$ cat src/rtl/alarm_pkg.sv
// Shared constants for the dual alarm comparator.
// Assumes five compared fields in a fixed mask bit order.
package alarm_pkg;
    localparam int NUM_FIELDS = 5;
    localparam int FLD_SUBSEC = 0;
    localparam int FLD_SEC    = 1;
    localparam int FLD_MIN    = 2;
    localparam int FLD_HOUR   = 3;
    localparam int FLD_DAY    = 4;

    typedef enum logic [1:0] {
        PIN_OFF = 2'b00,
        PIN_A   = 2'b01,
        PIN_B   = 2'b10,
        PIN_AUX = 2'b11
    } pin_sel_e;
endpackage

$ cat src/rtl/alarm_match.sv
// Field comparator for one alarm: flags equality per field, then
// treats masked fields as equal. Purely combinational.
// Assumes calendar and alarm fields use the same binary encoding.
module alarm_match
    import alarm_pkg::*;
#(
    parameter int SS_W = 15
) (
    input  logic [SS_W-1:0]       cal_subsec,
    input  logic [5:0]            cal_sec,
    input  logic [5:0]            cal_min,
    input  logic [4:0]            cal_hour,
    input  logic [4:0]            cal_date,
    input  logic [2:0]            cal_wday,
    input  logic [SS_W-1:0]       alm_subsec,
    input  logic [5:0]            alm_sec,
    input  logic [5:0]            alm_min,
    input  logic [4:0]            alm_hour,
    input  logic [4:0]            alm_day,
    input  logic                  alm_wdsel,
    input  logic [NUM_FIELDS-1:0] alm_mask,
    output logic                  hit
);
    logic [NUM_FIELDS-1:0] fld_eq;
    logic                  day_eq;

    // Day comparison: day-of-month or weekday per the day-select bit.
    always_comb begin
        if (alm_wdsel) day_eq = (alm_day[2:0] == cal_wday);
        else           day_eq = (alm_day == cal_date);
    end

    // Per-field equality vector in mask bit order.
    always_comb begin
        fld_eq             = '0;
        fld_eq[FLD_SUBSEC] = (alm_subsec == cal_subsec);
        fld_eq[FLD_SEC]    = (alm_sec == cal_sec);
        fld_eq[FLD_MIN]    = (alm_min == cal_min);
        fld_eq[FLD_HOUR]   = (alm_hour == cal_hour);
        fld_eq[FLD_DAY]    = day_eq;
    end

    // Alarm hit: every field is equal or masked.
    assign hit = &(fld_eq | alm_mask);

    always_comb begin
        if (alm_mask == '1) AST_ALL_MASKED_HIT: assert (hit);
    end
endmodule

$ cat src/rtl/alarm_flag.sv
// Sticky flag for one alarm: set on the first cycle of a hit,
// cleared by a strobe; a simultaneous new hit wins over the clear.
// Assumes hit is synchronous to clk.
module alarm_flag (
    input  logic clk,
    input  logic rst_n,
    input  logic hit,
    input  logic clr,
    output logic flag
);
    logic hit_q;
    logic hit_rise;

    assign hit_rise = hit & ~hit_q;

    // Hit history for first-cycle detection.
    always_ff @(posedge clk) begin
        if (!rst_n) hit_q <= 1'b0;
        else        hit_q <= hit;
    end

    // Flag register: set on rise, else clear on strobe, else hold.
    always_ff @(posedge clk) begin
        if (!rst_n)        flag <= 1'b0;
        else if (hit_rise) flag <= 1'b1;
        else if (clr)      flag <= 1'b0;
    end

    AST_SET_ON_RISE: assert property (@(posedge clk) disable iff (!rst_n)
        (hit && !$past(hit)) |=> flag);
    AST_NO_RESET_WHILE_HELD: assert property (@(posedge clk) disable iff (!rst_n)
        ($past(rst_n) && $past(hit) && hit && !flag) |=> !flag);
    AST_CLEAR_DROPS: assert property (@(posedge clk) disable iff (!rst_n)
        (clr && !hit) |=> !flag);
endmodule

$ cat src/rtl/alarm_out.sv
// Output stage: merges enabled flags into the interrupt request and
// routes the selected source onto the external pin with polarity.
// Assumes all inputs are registered or static configuration.
module alarm_out
    import alarm_pkg::*;
(
    input  logic [1:0] pin_sel,
    input  logic       pin_pol,
    input  logic       aux_evt,
    input  logic       flag_a,
    input  logic       flag_b,
    input  logic       ie_a,
    input  logic       ie_b,
    output logic       irq,
    output logic       pin
);
    logic pin_active;

    // Interrupt request from enabled flags.
    assign irq = (flag_a & ie_a) | (flag_b & ie_b);

    // Pin source selection.
    always_comb begin
        case (pin_sel_e'(pin_sel))
            PIN_A:   pin_active = flag_a;
            PIN_B:   pin_active = flag_b;
            PIN_AUX: pin_active = aux_evt;
            default: pin_active = 1'b0;
        endcase
    end

    // Polarity: 1 makes the pin active low.
    assign pin = pin_active ^ pin_pol;
endmodule

$ cat src/rtl/dual_alarm_cmp.sv
// Top: two masked calendar alarms with flags, an interrupt request
// and a routed external pin. Assumes the calendar inputs are
// synchronous to clk and the prescaler divider obeys R10.
module dual_alarm_cmp
    import alarm_pkg::*;
#(
    parameter int SS_W = 15,
    parameter int PD_W = 15
) (
    input  logic            clk,
    input  logic            rst_n,
    input  logic [SS_W-1:0] cal_subsec,
    input  logic [5:0]      cal_sec,
    input  logic [5:0]      cal_min,
    input  logic [4:0]      cal_hour,
    input  logic [4:0]      cal_date,
    input  logic [2:0]      cal_wday,
    input  logic [PD_W-1:0] presc_div,
    input  logic [SS_W-1:0] a_subsec,
    input  logic [5:0]      a_sec,
    input  logic [5:0]      a_min,
    input  logic [4:0]      a_hour,
    input  logic [4:0]      a_day,
    input  logic            a_wdsel,
    input  logic [4:0]      a_mask,
    input  logic            a_ie,
    input  logic            a_clr,
    input  logic [SS_W-1:0] b_subsec,
    input  logic [5:0]      b_sec,
    input  logic [5:0]      b_min,
    input  logic [4:0]      b_hour,
    input  logic [4:0]      b_day,
    input  logic            b_wdsel,
    input  logic [4:0]      b_mask,
    input  logic            b_ie,
    input  logic            b_clr,
    input  logic [1:0]      pin_sel,
    input  logic            pin_pol,
    input  logic            aux_evt,
    output logic            flag_a,
    output logic            flag_b,
    output logic            irq,
    output logic            alarm_pin
);
    localparam int NUM_ALM = 2;

    logic [NUM_ALM-1:0][SS_W-1:0]       alm_subsec;
    logic [NUM_ALM-1:0][5:0]            alm_sec;
    logic [NUM_ALM-1:0][5:0]            alm_min;
    logic [NUM_ALM-1:0][4:0]            alm_hour;
    logic [NUM_ALM-1:0][4:0]            alm_day;
    logic [NUM_ALM-1:0]                 alm_wdsel;
    logic [NUM_ALM-1:0][NUM_FIELDS-1:0] alm_mask;
    logic [NUM_ALM-1:0]                 alm_clr;
    logic [NUM_ALM-1:0]                 alm_hit;
    logic [NUM_ALM-1:0]                 alm_flag;

    // Pack alarm configuration into per-alarm arrays.
    always_comb begin
        alm_subsec = {b_subsec, a_subsec};
        alm_sec    = {b_sec, a_sec};
        alm_min    = {b_min, a_min};
        alm_hour   = {b_hour, a_hour};
        alm_day    = {b_day, a_day};
        alm_wdsel  = {b_wdsel, a_wdsel};
        alm_mask   = {b_mask, a_mask};
        alm_clr    = {b_clr, a_clr};
    end

    for (genvar g = 0; g < NUM_ALM; g++) begin : g_alm
        alarm_match #(.SS_W(SS_W)) match_i (
            .cal_subsec (cal_subsec),
            .cal_sec    (cal_sec),
            .cal_min    (cal_min),
            .cal_hour   (cal_hour),
            .cal_date   (cal_date),
            .cal_wday   (cal_wday),
            .alm_subsec (alm_subsec[g]),
            .alm_sec    (alm_sec[g]),
            .alm_min    (alm_min[g]),
            .alm_hour   (alm_hour[g]),
            .alm_day    (alm_day[g]),
            .alm_wdsel  (alm_wdsel[g]),
            .alm_mask   (alm_mask[g]),
            .hit        (alm_hit[g])
        );
        alarm_flag flag_i (
            .clk   (clk),
            .rst_n (rst_n),
            .hit   (alm_hit[g]),
            .clr   (alm_clr[g]),
            .flag  (alm_flag[g])
        );
    end

    assign flag_a = alm_flag[0];
    assign flag_b = alm_flag[1];

    alarm_out out_i (
        .pin_sel (pin_sel),
        .pin_pol (pin_pol),
        .aux_evt (aux_evt),
        .flag_a  (alm_flag[0]),
        .flag_b  (alm_flag[1]),
        .ie_a    (a_ie),
        .ie_b    (b_ie),
        .irq     (irq),
        .pin     (alarm_pin)
    );

    AST_PRESC_SEC_A: assert property (@(posedge clk) disable iff (!rst_n)
        !a_mask[FLD_SEC] |-> (presc_div >= PD_W'(3)));
    AST_PRESC_SEC_B: assert property (@(posedge clk) disable iff (!rst_n)
        !b_mask[FLD_SEC] |-> (presc_div >= PD_W'(3)));
    AST_IRQ_GATED: assert property (@(posedge clk) disable iff (!rst_n)
        (!a_ie && !b_ie) |-> !irq);
    AST_PIN_OFF_INACTIVE: assert property (@(posedge clk) disable iff (!rst_n)
        (pin_sel == 2'b00) |-> (alarm_pin == pin_pol));
    AST_PIN_FOLLOWS_A: assert property (@(posedge clk) disable iff (!rst_n)
        (pin_sel == 2'b01) |-> (alarm_pin == (flag_a ^ pin_pol)));
    AST_RESET_CLEAN: assert property (@(posedge clk)
        !rst_n |=> (!flag_a && !flag_b));
endmodule

$ cat config.mk
export PLATFORM = sky130hd
export DESIGN_NAME = dual_alarm_cmp
export DESIGN_NICKNAME = d
export VERILOG_FILES = /design/src/rtl/alarm_pkg.sv /design/src/rtl/alarm_match.sv /design/src/rtl/alarm_flag.sv /design/src/rtl/alarm_out.sv /design/src/rtl/dual_alarm_cmp.sv
export SDC_FILE = /design/constraint.sdc
export NUM_CORES = 1
export LEC_CHECK = 0
export BUFFER_PORTS_ARGS = -buffer_cell sky130_fd_sc_hd__buf_2
export CAP_MARGIN = 20
export CORE_MARGIN = 2
export CORE_UTILIZATION = 31
export DETAILED_ROUTE_END_ITERATION = 8
export PLACE_DENSITY = 0.77
export SLEW_MARGIN = 20
export SYNTH_ARGS = -nofsm -noshare
export SYNTH_HDL_FRONTEND = slang
export SYNTH_HIERARCHICAL = 1
export SYNTH_SLANG_ARGS = --single-unit
$ cat constraint.sdc
create_clock -name clk -period 1.7 [get_ports clk]
set_input_delay 0.17 -clock clk [delete_from_list [all_inputs] [get_ports clk]]
set_output_delay 0.17 -clock clk [all_outputs]
set_load 0.005 [all_outputs]
Yosys cells after proc, flatten, opt, wreduce, memory -nomap -nowiden
Cells that the tools add are included.

operators by class
  $add $sub $neg = 0
  $mul = 0
  divide/modulo/power cells = 0
  $lt $le $gt $ge = 0
  equal/unequal tests = 15
  shifts and indexed selects = 0
  multiplexer cells = 7
  bitwise operators = 10
  reduce and logical (&&, ||, !) cells = 4

operator list
  kind                  count
  $eq A15 B15 Y1        2
  $eq A6 B6 Y1          4
  $eq A5 B5 Y1          4
  $or A5 B5 Y5          2
  $reduce_and A5 Y1     2
  $eq A3 B3 Y1          2
  $mux W1               6
  $and A1 B1 Y1         4
  $eq A2 B2 Y1 const B  2
  $reduce_bool A2 Y1    2
  $pmux W1 S3           1
  $eq A2 B1 Y1 const B  1
  $not A1 Y1            2
  $or A1 B1 Y1          1
  $xor A1 B1 Y1         1

storage, ports and cells
  register bits = 4
  bits in latches = 0
  memory bits (writable) = 0
  bits in read-only memories = 0
  input bits = 151
  output and inout port bits = 4
  memories kept = 0

Longest topological paths before layout
  depth in word-level cells = 6
  depth in mapped cells = 7
  mapped depth without buffers = 7

By module
Netlist, hierarchy kept.

by module, submodules not included
  module       times used  cells each  area each (um^2)  seq. area each (um^2)
  alarm_match  2           56          479.2             0.0
  alarm_flag   2           6           70.1              40.0
  alarm_out    1           5           41.3              0.0

Least setup slack after synthesis
OpenSTA, ideal clock, no wires.

  kind = input port to flip-flop
  start point = input port cal_date[0]
  end point = register g_alm[0].flag_i.flag
  setup time = 0.066 ns
  data arrival time = 1.192 ns
  required time = 1.634 ns
  setup slack = 0.443 ns
  cell stages on the path = 7
  path buffers = 0
  cells stage by stage = xnor2_1 -> nand4_1 -> o31ai_1 -> o21ai_1 -> nor4_2 -> nand2b_1 -> a21boi_2

on the way
  cells in the longest elaborated chain, start to end = 6

RTL lines
  item                                                  RTL line              RTL
  start: declaration                                    dual_alarm_cmp.sv:16  input logic [4:0] cal_date,
  $eq A5 B5 Y1 *                                        alarm_match.sv:30     else day_eq = (alm_day == cal_date);
  $mux W1 *                                             alarm_match.sv:29     if (alm_wdsel) day_eq = (alm_day[2:0] == cal_wday);
  $or A5 B5 Y5 *                                        alarm_match.sv:44     assign hit = &(fld_eq | alm_mask);
  $reduce_and A5 Y1 *                                   alarm_match.sv:44
  via alm_hit[0]                                        dual_alarm_cmp.sv:55  logic [NUM_ALM-1:0] alm_hit;
  $and A1 B1 Y1 *                                       alarm_flag.sv:14      assign hit_rise = hit & ~hit_q;
  $mux W1 / $reduce_bool A2 Y1 (equally long branches)  -
  end signal: assignment                                alarm_flag.sv:24      if (!rst_n) flag <= 1'b0;
  end signal: assignment                                alarm_flag.sv:25      else if (hit_rise) flag <= 1'b1;
  end signal: assignment                                alarm_flag.sv:26      else if (clr) flag <= 1'b0;
  end: declaration                                      alarm_flag.sv:9       output logic flag

The timed path passes the listed nets; every way through them passes the cells marked *.
A chain may end at the register's enable or synchronous reset.

Worst setup path after layout
  start point = input port cal_date[2]
  end point = register g_alm[1].flag_i.flag

on the way
  cells in the longest elaborated chain, start to end = 6

RTL lines
  item                                                  RTL line
  $eq A5 B5 Y1 *                                        alarm_match.sv:30
  $mux W1 *                                             alarm_match.sv:29
  $or A5 B5 Y5 *                                        alarm_match.sv:44
  $reduce_and A5 Y1 *                                   alarm_match.sv:44
  via alm_hit[1]                                        dual_alarm_cmp.sv:55
  $and A1 B1 Y1 *                                       alarm_flag.sv:14
  $mux W1 / $reduce_bool A2 Y1 (equally long branches)  -
  end signal: assignment                                alarm_flag.sv:24
  end signal: assignment                                alarm_flag.sv:25
  end signal: assignment                                alarm_flag.sv:26
  end: declaration                                      alarm_flag.sv:9

Marked as above.

==> qor.csv <==
stage,metric,value,unit
outcome,status,completed,
worst_hold_path,hp-class,in -> reg,
logic_synthesis,netlist_instances,129,
timing,finalSetupTns,0,ps
critical_path,crit_required,1850,ps
cts,clk_latency,210,ps
global_routing,grt_pass1_wl,5240,um
power_and_ir_drop,p_per_area,365,nW/um^2
worst_hold_path,whs_endpoint,g_alm[0].flag_i/hit_q,
cts,cts_root_buf,clkbuf_8,
drt,viasPerCell,4.38,
cts,clk_pin_slew,30,ps
cts,h-tree-depth,1,
timing,period_needed,1360,ps
critical_path,r2r-end,g_alm[0].flag_i/flag,
power_and_ir_drop,p_int,486,uW
logic_synthesis,synth_nets,280,
cts,cts_tree,done,
power_and_ir_drop,p_comb_frac,0.582,
power_and_ir_drop,sequentialPowerShare,0.137,
flow_run,maxCapViolCount,0,
global_routing,antenna_found_initial,0,
power_and_ir_drop,ir_worst_vdd,0.000136,V
final_layout,fin_nets,424,
timing,fmax,0.737,GHz
critical_path,cp.arrival,1510,ps
floorplan,initial_utilization,0.316,
drt,ant_nets,0,
global_routing,grt_pass1_vias,1378,
global_routing,grt.overflow.total,0,
final_layout,fin_cells,319,
drt,post_drt_wl_per_cell,11.0,um
power_and_ir_drop,power_frac_clock,0.280,
floorplan,ioPinCount,155,
logic_synthesis,yosysWarningCount,6,
logic_synthesis,synth-seq-cells,4,
critical_path,critical_path.startpoint_type,primary input,
floorplan,core_area,3610,um^2
cts,ctsLongestPathBuffers,2,
critical_path,reg2reg_depth,2,
critical_path,path_max_fanout,2,
timing,slew_headroom,0.755,
timing,finalHoldViolations,0,
floorplan,die_area,4180,um^2
floorplan,fp-row-count,22,
logic_synthesis,avgSynthCellArea,8.84,um^2
worst_hold_path,hp-start,rst_n,
critical_path,crit_path_end_kind,register,
power_and_ir_drop,p_leak,0.000951,uW
timing,rsz0062_at_grt,no,
cts,cts_setup_buffers,0,
placement,place_inst,316,
power_and_ir_drop,switching_power,221,uW
global_routing,track_usage,0.157,
drt,vias,1398,
global_routing,grt_max_degree,5,
final_layout,areaGrowthSynthToFinish,69.9,%
cts,cts-buffers-inserted,3,
timing,finalSetupViolCount,0,
cts,hold_buffers,0,
placement,dp_hpwl,3320,um
critical_path,reg2reg_slack,1080,ps
placement,port-buffer-count,139,
floorplan,fp.dieH,64.6,um
critical_path,crit_type,in -> reg,
logic_synthesis,netlist_area,1140,um^2
logic_synthesis,ys_seq_area_frac,0.0703,
cts,cts.repair.resized,0,
drt,drt-initial-drc-count,18,
final_layout,utilization,0.537,
cts,clock_sink_count,4,
final_layout,n_fill_cell,348,
drt,wirelength,3500,um
floorplan,dieWidth,64.6,um
logic_synthesis,synth_cell_type_count,18,
drt,first_pass_iters,4,
power_and_ir_drop,netSwitchingFraction,0.312,
final_layout,antennaDiodeCount,0,
final_layout,drive_gt1_frac,0.561,
placement,place.gp.congestion,0.743,
drt,drc,0,
timing,min_period_over_period,0.798,
timing,worstMarginPinSlew,364,ps
critical_path,r2r-start,g_alm[0].flag_i/hit_q,
timing,finalMaxSlewViolations,0,
timing,skew,0.0611,ps
worst_hold_path,holdPathStages,2,
==> routing by layer <==
metal	track usage	share of wire	wire (um)
met5	0	0	0
met4	0.0372	0	0
met1	0.166	0.37	1300
met2	0.318	0.55	1940
met3	0.0260	0.074	260
==> per-stage QoR <==
step | setup slack, ps | instance area, um^2 | power (uW) | hold slack, ps
global placement | 164 | 1900 | 505 | 417
detailed placement | 127 | 1900 | 513 | 424
global route | 212 | 1940 | 761 | 217
finish | 343 | 1940 | 706 | 201
CTS | 355 | 1940 | 719 | 201
floorplan | 443 | 1140 | 283 | 297
==> area by class of cell <==
type,instances,area [um^2],share of cell area
Clock buffer,3,41.3,0.0213
Tap cell,48,60.1,0.0310
Timing Repair Buffer,139,696,0.359
Multi-Input combinational cell,125,1060,0.547
Sequential cell,4,80.1,0.0413
==> worst max path at each step <==
stage / end / start / cells past startpoint / slack (ps)
after floorplan: g_alm[0].flag_i/flag / cal_date[0] / 7 / 440
after global placement: g_alm[1].flag_i/flag / cal_date[2] / 8 / 160
after detailed placement: g_alm[1].flag_i/flag / cal_date[2] / 8 / 130
after CTS: g_alm[1].flag_i/flag / cal_date[2] / 8 / 350
after global routing: g_alm[0].flag_i/flag / cal_date[0] / 8 / 210
final: g_alm[1].flag_i/flag / cal_date[2] / 8 / 340
==> worst max-delay path: stages <==
cell and delay, ps:
buf_2 130, xnor2_2 150, nand4_1 110, o31ai_1 260, o21ai_1 120, nor4_2 330
nand2b_1 110, a21boi_2 130
==> cell families after synthesis <==
group / share of synthesized area
xor+xnor: 0.649
mux: 0.0176
simple gates: 0.153
compound gates: 0.111
flops: 0.0703
==> state kept, by name (all words and copies together) (netlist names) <==
register and count:
g_alm.flag_i/hit_q 2, g_alm.flag_i/flag 2
==> Yosys cell counts <==
| cell | number | area (um^2) |
|---|---|---|
| a21boi_2 | 2 | 22.5 |
| a22o_1 | 1 | 8.76 |
| a31oi_1 | 6 | 37.5 |
| a41oi_2 | 2 | 32.5 |
| and2_1 | 2 | 12.5 |
| dfxtp_1 | 4 | 80.1 |
| mux2i_1 | 2 | 20.0 |
| nand2_1 | 1 | 3.75 |
| nand2b_1 | 4 | 25.0 |
| nand4_1 | 6 | 37.5 |
| nor3_1 | 4 | 20.0 |
| nor4_1 | 8 | 50.1 |
| nor4_2 | 2 | 25.0 |
| o21ai_1 | 2 | 10.0 |
| o31ai_1 | 2 | 15.0 |
| xnor2_1 | 34 | 298 |
| xnor2_2 | 4 | 65.1 |
| xor2_1 | 43 | 377 |
==> power by group through the flow <==
| stage | combinational (uW) | sequential, uW | clock (uW) |
|---|---|---|---|
| 2_1_floorplan | 185 | 98.2 | 0 |
| 3_3_place_gp | 406 | 98.2 | 0 |
| 3_5_place_dp | 415 | 98.3 | 0 |
| 4_1_cts | 417 | 97.1 | 205 |
| 5_1_grt | 453 | 97.2 | 211 |
| 6_report | 411 | 97.1 | 198 |
==> cells in the final DEF, fill, tap and decap left out, types with 3 or more instances in the layout <==
master | synthesis | routed
a31oi_1 | 6 | 6
buf_2 | 0 | 139
clkbuf_8 | 0 | 3
dfxtp_1 | 4 | 4
nand2b_1 | 4 | 4
nand4_1 | 6 | 6
nor3_1 | 4 | 4
nor4_1 | 8 | 8
xnor2_1 | 34 | 34
xnor2_2 | 4 | 4
xor2_1 | 43 | 43
(Power assumes the default switching activity.)
